===== config.mk =====
export PLATFORM = sky130hd
export DESIGN_NAME = serial_prom_adapter
export DESIGN_NICKNAME = d
export VERILOG_FILES = /design/src/rtl/spa_pkg.sv /design/src/rtl/spa_shifter.sv /design/src/rtl/spa_present.sv /design/src/rtl/serial_prom_adapter.sv
export SDC_FILE = /design/constraint.sdc
export NUM_CORES = 1
export LEC_CHECK = 0
export BUFFER_PORTS_ARGS = -buffer_cell sky130_fd_sc_hd__buf_2
export CAP_MARGIN = 10
export CORE_MARGIN = 4
export CORE_UTILIZATION = 40
export CTS_BUF_LIST = sky130_fd_sc_hd__clkbuf_8
export DETAILED_ROUTE_END_ITERATION = 6
export PLACE_DENSITY = 0.65
export SYNTH_ARGS = -nofsm -noshare
export SYNTH_HDL_FRONTEND = slang
export SYNTH_SLANG_ARGS = --single-unit

===== constraint.sdc =====
create_clock -name clk -period 0.9 [get_ports clk]
set_input_delay 0 -clock clk [delete_from_list [all_inputs] [get_ports clk]]
set_output_delay 0 -clock clk [all_outputs]
set_load 0.02 [all_outputs]

===== src/rtl/spa_pkg.sv =====
// Package: shared operation type and decoder for the serial PROM adapter.
// Assumes the load strobe has meaning only while the serial-clock enable is high.
package spa_pkg;

    typedef enum logic [1:0] {
        OP_IDLE  = 2'd0,
        OP_SHIFT = 2'd1,
        OP_SWAP  = 2'd2
    } spa_op_t;

    // Map the enable and strobe onto one operation.
    function automatic spa_op_t spa_decode(input logic en, input logic stb);
        if (!en)
            return OP_IDLE;
        else if (stb)
            return OP_SWAP;
        else
            return OP_SHIFT;
    endfunction

endpackage


===== src/rtl/spa_shifter.sv =====
// Shared shift register. It takes address bits at bit 0, sends data from the
// top bit, and parallel-loads the data word into the top bits on a swap.
// Assumes SHIFT_W >= DATA_W; the bits below the data load as zero.
module spa_shifter
    import spa_pkg::*;
#(
    parameter int SHIFT_W = 22,
    parameter int DATA_W  = 16
) (
    input  logic               clk,
    input  logic               rst_n,
    input  spa_op_t            op,
    input  logic               ser_in,
    input  logic [DATA_W-1:0]  par_in,
    output logic [SHIFT_W-1:0] shreg
);
    localparam int PAD_W = SHIFT_W - DATA_W;

    logic [SHIFT_W-1:0] load_word;

    // Place the data word at the outgoing end, with zero padding below it.
    generate
        if (PAD_W > 0) begin : g_pad
            assign load_word = {par_in, {PAD_W{1'b0}}};
        end else begin : g_nopad
            assign load_word = par_in[DATA_W-1 -: SHIFT_W];
        end
    endgenerate

    // Register update: hold, shift one place, or parallel load.
    always_ff @(posedge clk) begin
        if (!rst_n)
            shreg <= '0;
        else begin
            case (op)
                OP_SHIFT: shreg <= {shreg[SHIFT_W-2:0], ser_in};
                OP_SWAP:  shreg <= load_word;
                default:  shreg <= shreg;
            endcase
        end
    end

endmodule


===== src/rtl/spa_present.sv =====
// Presentation register. It drives the PROM address pins, captures the low
// ADDR_W bits of the shift register on a swap, and holds them otherwise.
// Assumes ADDR_W < SHIFT_W.
module spa_present
    import spa_pkg::*;
#(
    parameter int SHIFT_W = 22,
    parameter int ADDR_W  = 21
) (
    input  logic               clk,
    input  logic               rst_n,
    input  spa_op_t            op,
    input  logic [SHIFT_W-1:0] shreg,
    output logic [ADDR_W-1:0]  addr_q
);
    // Capture the address on a swap only.
    always_ff @(posedge clk) begin
        if (!rst_n)
            addr_q <= '0;
        else if (op == OP_SWAP)
            addr_q <= shreg[ADDR_W-1:0];
    end

endmodule


===== src/rtl/serial_prom_adapter.sv =====
// Top level. It joins the operation decoder, the shared shift register and
// the presentation register. Assumes the caller produces exactly one strobe
// cycle per window.
module serial_prom_adapter
    import spa_pkg::*;
#(
    parameter int ADDR_W  = 21,
    parameter int DATA_W  = 16,
    parameter int SHIFT_W = ADDR_W + 1
) (
    input  logic              clk,
    input  logic              rst_n,
    input  logic              sclk_en,
    input  logic              load_stb,
    input  logic              ser_in,
    output logic              ser_out,
    output logic [ADDR_W-1:0] prom_addr,
    input  logic [DATA_W-1:0] prom_data
);
    spa_op_t            op;
    logic [SHIFT_W-1:0] shreg_q;

    // Decode the operation once and share it between both registers.
    always_comb op = spa_decode(sclk_en, load_stb);

    spa_shifter #(.SHIFT_W(SHIFT_W), .DATA_W(DATA_W)) u_shift (
        .clk(clk), .rst_n(rst_n), .op(op), .ser_in(ser_in),
        .par_in(prom_data), .shreg(shreg_q)
    );

    spa_present #(.SHIFT_W(SHIFT_W), .ADDR_W(ADDR_W)) u_pres (
        .clk(clk), .rst_n(rst_n), .op(op), .shreg(shreg_q), .addr_q(prom_addr)
    );

    // The serial output is the top bit of the shift register.
    assign ser_out = shreg_q[SHIFT_W-1];

endmodule


; ---- After elaboration in Yosys (flattened, before gate mapping)
; Index checks and enable logic that the tools add are counted.
[totals]
regBits = 43
inputBits = 21
output_inout_bits = 22
elab_cells = 8
[op_classes]
eq_ne = 2
n_mux = 3
n_reduce_logical = 1
[op_table]
columns = operator, n
row1 = case mux 22 bit (2 select lines), 1
row2 = 2-to-1 mux 2 bit, 2
row3 = "equality test 2 x 1 -> 1 bit, second input constant", 1
row4 = "equality test 2 bit, second input constant", 1
row5 = nonzero test 2 bit, 1

; ---- Depth between registers and ports, before layout
; Gate-level depths: netlist of run 1.
[logic_depth]
ltp_word = 4
ltp_mapped = 4
mapped_depth_nobuf = 2

; ---- By module
; A second synthesis of run 1 with hierarchy kept.
[unflattened]
cells_unflattened = 193
area_unflattened_um2 = 2015.7
[modules_own_cells]
columns = mod, instances, cells_each, area_per_inst_um2, seq_area_each_um2
row1 = spa_shifter, 1, 98, 1121.1, 440.4
row2 = spa_present, 1, 93, 878.3, 420.4
row3 = serial_prom_adapter, 1, 2, 16.3, 0.0

; ---- Worst setup path before layout of run 1
; OpenSTA, ideal clock, no wires.
[synth_timing]
kind = reg2reg
start = register, netlist name u_pres.addr_q[0]
end = register u_pres.addr_q[0]
setup_ps = 70
arrival_time_ps = 761
required_time_ps = 830
path_slack_ps = 68
path_stages_with_launch = 3
path_buffers = 0
period_less_slack_ps = 832
cell_sequence = dfxtp_1 > a21bo_2 > a21oi_1
[synth_rtl]
columns = element, line_no
row1 = end signal: assignment, spa_present.sv:21  ; addr_q <= shreg[ADDR_W-1:0];
row2 = end: declaration, spa_present.sv:14  ; output logic [ADDR_W-1:0] addr_q

; ---- Worst setup path after layout of run 1
[layout_timing]
start = input port rst_n
end = register u_pres.addr_q[18]
[layout_rtl]
columns = element, line_no
row1 = start: declaration, serial_prom_adapter.sv:12  ; input logic rst_n,
; No word-level cell between the ends.

==> results of run 1 <==
==> area by class of cell <==
class,count,area [um^2]
Timing Repair Buffer,57,409
Clock inverter,1,3.75
Multi-Input combinational cell,129,853
Clock buffer,7,96.3
Fill cell,434,2120
Sequential cell,43,861
Inverter,1,3.75
Tap cell,52,65.1
==> cell usage in the layout (no fill, tap or decap) <==
cell type      synthesis  routed
a21bo_2               21      21
a21oi_1               43      43
buf_12                 0       5
buf_2                  5      42
buf_4                  5       1
buf_6                  4       1
clkbuf_8               0       7
dfxtp_1               43      43
dlygate4sd3_1          0       8
inv_1                  0       1
inv_2                  1       1
mux2i_1               16      16
nand2b_1               6       6
nand3_1               21      21
nand3b_1               6       6
o21ai_0               16      16
==> cells by family (layout without fill, tap and decap cells) <==
kind of cell	after synthesis	count (layout)	synth area share
flops	43	43	0.467
buf+inv	20	66	0.0706
compound gates	80	80	0.274
simple gates	33	33	0.102
mux	16	16	0.0868
==> power by group <==
part	total, uW	leakage (uW)	internal (uW)	switching, uW
Clock	1300	0.0000557	689	608
Combinational	453	0.000559	217	235
Sequential	2020	0.000351	1980	47.0
Total	3770	0.000966	2880	890
==> tightest hold or removal path: stages <==
cell and delay, ps:
buf_2 80, mux2i_1 60, a21oi_1 130
==> sequential cells by signal, indices dropped and copies added (netlist names) <==
register       flops
u_pres.addr_q     21
u_shift.shreg     22
==> through the flow <==
stage / hold WS, ps / instances / power, uW / utilization
finish: 8.94 / 290 / 3770 / 0.519
global route: 10.8 / 290 / 3980 / 0.519
CTS: 0.137 / 290 / 3840 / 0.518
detailed placement: 283 / 274 / 2500 / 0.478
global placement: 277 / 274 / 2490 / 0.478
floorplan: 138 / 192 / 2350 / -
==> layer usage <==
metal	part of all wire	up-vias	wire, um
li1	-	776	-
met2	0.46	29	1670
met5	0	-	0
met4	0.012	0	42
met1	0.48	661	1720
met3	0.048	4	171
==> final timing paths <==
| kind | slack, ps | end | start | cells past startpoint |
|---|---|---|---|---|
| max reg2reg | 150 | u_pres.addr_q[18] | u_pres.addr_q[18] | 2 |
| max | 70 | u_pres.addr_q[18] | rst_n | 5 |
| min reg2reg | 480 | u_pres.addr_q[17] | u_shift.shreg[17] | 2 |
| min | 9 | u_shift.shreg[9] | prom_data[3] | 3 |
==> timing repair <==
action | CTS | global route
endpoints found under the hold margin | 9 | 0
resized for setup | 0 | 1
endpoints found under the setup margin | 0 | 6
hold buffers | 8 | 0
setup buffers | 0 | 0
==> flow_summary.yaml, run 1 <==
run_status:
  status: "finished clean"
worst_setup_path:
  critPathSlowestCell: "dlygate4sd3_1"
  cp_max_fo: 27
  worstSetupPathType: "in2reg"
  worst-path-buf-inv: 4
  crit_family: "buffers and inverters"
  end_kind: "flip-flop"
  cp.required_ps: 1080
  cp.arrival_ps: 1010
  setup.worst_path.start_class: "input pin"
  max_stage_delay_ps: 540
  worstPathCellList: "dlygate4sd3_1, buf_2, inv_2, buf_12, a21oi_1"
placement:
  dp_slack_ps: 114
  port-buffer-count: 42
  place_area_um2: 2110
  dp_hpwl_mm: 2.37
  gp_congestion: 0.729
global_route:
  grtUsageMet2: 0.203
  gr-usage-all-layers: 0.131
  grt_util_met3: 0.0415
  overflow: 0
  antenna_found_initial: 0
  grt_pass1_wl_mm: 6.44
  use_met1: 0.169
  grt_pass1_vias: 1432
  grt_busiest_layer: "met2"
  grt_max_degree: 47
routing:
  post_drt_wl_per_cell_um: 12.4
  drt-total-wl_mm: 3.60
  vias: 1470
  antenna_left: 0
  drc_errors: 0
  avgViaCountPerCell: 5.07
  firstDrtPassIters: 4
  drtIter0Drc: 137
clock_tree:
  max-clock-path-buffers: 2
  cts_sinks: 43
  ctsHtreeMaxLevel: 2
  clkSlewWorstSetupHoldPaths_ps: 80
  clock_latency_ps: 290
  cts_tree: "yes"
  clock-root-buffer: "clkbuf_8"
  cts_buffers: 5
timing:
  drv_slew: 0
  setup_violations: 0
  finClkSkew_ps: 3.87
  worst_pin_slew_ps: 144
  fin_tns_setup_ps: 0
  fmax_ghz: 1.20
  period_needed_ps: 833
  rsz0062_at_grt: "no"
  setup_ws_ps: 67.2
  final_hold_viol_count: 0
  fin_crit_sh: 0.925
  relSlewSlack: 0.901
power_and_ir_drop:
  leakagePower_uw: 0.000966
  peakVddDrop_mv: 0.775
  power.density_nw_per_um2: 1650
floorplan:
  die_h_um: 75.9
  io-pin-count: 43
  die-area_um2: 5760
  core_um2: 4410
  initial_core_util: 0.418
  fp-row-count: 24
  die_w_um: 75.9
worst_hold_path:
  hp-class: "in2reg"
synth:
  synth_top_area_frac: 0.467
  syn-instance-count: 192
  ys_warn_count: 0
  async_reset_ff_frac: 0
  synth_area_per_cell_um2: 9.61
  syn_nets: 213
  synth-edff-count: 0
  synth_top_area_cell: "dfxtp_1"
  ys_ff_latch: 43
  ys_seq_area_frac: 0.467
  synth_cell_type_count: 13
  synthTopCellsByArea: "dfxtp_1 47%, a21oi_1 12%, a21bo_2 11%, mux2i_1 8.7%, nand3_1 5.7%"
  ys.flop_type: "dfxtp_1"
  synth_commonest_cells: "43 x a21oi_1, 43 x dfxtp_1, 21 x a21bo_2, 21 x nand3_1"
  synth.cell_area_um2: 1840
finish:
  antenna_cells: 0
  areaGrowthSynthToFinish_pct: 24.3
  drive_above_1_share: 0.328
  finalNetCount: 258
  final_area_um2: 2290
run:
  cap_violations: 0
Power figures use the tool's default switching activity.
==> inputs of run 2 (changes only) <==
--- a/config.mk
+++ b/config.mk
@@ -14,4 +14,5 @@
 export PLACE_DENSITY = 0.65
 export SYNTH_ARGS = -nofsm -noshare
 export SYNTH_HDL_FRONTEND = slang
+export SYNTH_HIERARCHICAL = 1
 export SYNTH_SLANG_ARGS = --single-unit
==> flow_summary.yaml, run 2 <==
run_status:
  status: "complete, but fails checks"
  violations: "negative setup slack"
finish:
  final_cells: 317
  top_regs: "u_shift/shreg: 22 flops, u_pres/addr_q: 21 flops"
  drive_above_1_share: 0.376
  top_register: "u_shift/shreg"
  final_common_cell: "nand2_1"
  final_area_um2: 2570
  antenna_cells: 0
  final_cell_mix: "48 x nand2_1, 43 x dfxtp_1, 41 x buf_2, 21 x mux2i_1"
  finalNetCount: 271
  areaGrowthSynthToFinish_pct: 27.7
  largest_reg_flops: 22
worst_setup_path:
  critPathSlowestCell: "mux2_4"
  cp.required_ps: 1090
  end_kind: "flip-flop"
  reg2reg_depth: 2
  max_stage_delay_ps: 290
  worst-path-buf-inv: 4
  worstReg2RegEnd: "u_shift/shreg[7]"
  worstPathCellList: "buf_6, and2b_2, inv_2, ha_4, buf_12, buf_12, mux2_4, o211a_1"
  critPathMostFrequentCell: "buf_12"
  worstSetupPathType: "in2reg"
  setup.worst_path.start_class: "input pin"
  reg2reg_slack_ps: 0
  crit_family: "buffers and inverters"
  timing.rr.start: "u_shift/shreg[6]"
  cp_max_fo: 7
  cp.arrival_ps: 1270
floorplan:
  core_um2: 4820
  fp-row-count: 25
  die-area_um2: 6240
  initial_core_util: 0.418
  io-pin-count: 43
  die_w_um: 79.0
  die_h_um: 79.0
synth:
  synthTopCellsByArea: "dfxtp_1 43%, mux2_4 10%, mux2i_1 10%, nand2_1 8.9%, o211a_1 7.9%"
  ys_seq_area_frac: 0.427
  synth_area_per_cell_um2: 10.4
  synth_cell_type_count: 19
  synth.cell_area_um2: 2020
  ys.flop_type: "dfxtp_1"
  synth-simple-area-share: 0.180
  syn-instance-count: 193
  synth-adder-area-share: 0.00621
  ys_warn_count: 6
  synth_xor_xnor_area_share: 0
  async_reset_ff_frac: 0
  yosysMostFrequentCell: "nand2_1"
  synth_top_family_by_area: "multiplexers"
  synth_compound_area_frac: 0.102
  synth-edff-count: 0
  ys_ff_latch: 43
  synth_top_area_cell: "dfxtp_1"
  synthMuxAreaShare: 0.220
  syn_nets: 215
  synth_commonest_cells: "48 x nand2_1, 43 x dfxtp_1, 21 x mux2i_1"
  synth_top_area_frac: 0.427
routing:
  vias: 1454
  post_drt_wl_per_cell_um: 12.2
  firstDrtPassIters: 5
  drc_errors: 0
  drt-total-wl_mm: 3.88
  antenna_left: 0
  avgViaCountPerCell: 4.59
  drtIter0Drc: 56
placement:
  port-buffer-count: 42
  gp_congestion: 0.709
  place_area_um2: 2370
  dp_slack_ps: -559
  dp_hpwl_mm: 2.53
  dp.cells: 303
clock_tree:
  cts_sinks: 43
  max-clock-path-buffers: 2
  cts_buffers: 5
  cts_tree: "yes"
  clock_latency_ps: 290
  clock-root-buffer: "clkbuf_8"
  clkSlewWorstSetupHoldPaths_ps: 80
  ctsHtreeMaxLevel: 2
  cts_hold_buf: 0
global_route:
  grt_pass1_vias: 1392
  antenna_found_initial: 0
  overflow: 0
  grt_max_degree: 65
  gr-usage-all-layers: 0.129
  grt_pass1_wl_mm: 6.33
run:
  cap_violations: 0
worst_hold_path:
  whs_path_depth: 3
  hp-class: "in2reg"
  hold_start: "prom_data[7]"
  min_delay_worst_endpoint: "u_shift/shreg[13]"
power_and_ir_drop:
  leakagePower_uw: 0.00125
  power.density_nw_per_um2: 1690
  peakVddDrop_mv: 0.725
timing:
  fmax_ghz: 0.926
  drv_slew: 0
  final_hold_viol_count: 0
  setup_ws_ps: -179
  fin_tns_setup_ps: -2870
  setup_violations: 21
  hold_ws_ps: 49.8
  worst_pin_slew_ps: 260
  rsz0062_at_grt: "yes"
  finClkSkew_ps: 5.20
  fin_crit_sh: 1.20
  period_needed_ps: 1080
  relSlewSlack: 0.827
## run 2: changes by cell type after synthesis, sizes merged, moves of 5 or more
cell and change:
a21bo -21, a21boi +6, a21oi -43, mux2 +16, mux2i +5, nand2 +48, nand2b +10, nand3 -21
nand3b -6, o211a +16, o21ai -16, or3b +6
## run 2: stage by stage
stage	util	power, uW
CTS	0.532	4410
global placement	0.492	2800
floorplan	-	2610
global route	0.534	4580
detailed placement	0.492	2810
finish	0.534	4360
## run 2: how the worst max path moves through the flow
stage | startpoint | to | cells past startpoint
5_1_grt | load_stb | u_shift/shreg[21] | 8
3_5_place_dp | load_stb | u_shift/shreg[17] | 6
6_report | load_stb | u_shift/shreg[9] | 8
2_1_floorplan | load_stb | u_shift/shreg[10] | 6
3_3_place_gp | load_stb | u_shift/shreg[18] | 6
4_1_cts | load_stb | u_shift/shreg[12] | 8
## run 2: cell type report
class / instances / area [um^2]
clock buffer: 6 / 82.6
clock inverter: 2 / 35.0
fill: 467 / 2240
inverter: 1 / 3.75
multi-input combinational: 133 / 1040
sequential: 43 / 861
tap: 67 / 83.8
timing repair buffer: 65 / 468
## run 2: worst register-to-register path, stage by stage (launching register included)
cell and delay, ps:
dfxtp_1 340, mux2_4 270, o211a_1 200
## run 2: cells by family (layout without fill, tap and decap cells)
family                     Yosys count  count (layout)
AOI/OAI and AO/OA                   22              22
DFF                                 43              43
buffers and inverters               17              74
and+or+nand+nor                     73              73
muxes                               37              37
adders and majority gates            1               1
## run 2: where the power goes
group | switching, uW | internal [uW]
Sequential | 56.0 | 2000
Combinational | 314 | 427
Clock | 665 | 898
Total | 1040 | 3330
## run 2: repair_timing
action / CTS / global route
resized for setup: 4 / 1
hold endpoints to repair: 0 / 0
pin swaps: 4 / 4
setup endpoints to repair: 22 / 22
buffers inserted: 5 / 1
## run 2: metal layers
| layer | part of all wire | vias to the layer above | global-route usage |
|---|---|---|---|
| met1 | 0.50 | 654 | 0.168 |
| met2 | 0.44 | 33 | 0.194 |
| met4 | 0.019 | 0 | 0.0584 |
| li1 | - | 760 | - |
| met5 | 0 | - | 0 |
| met3 | 0.050 | 7 | 0.0420 |
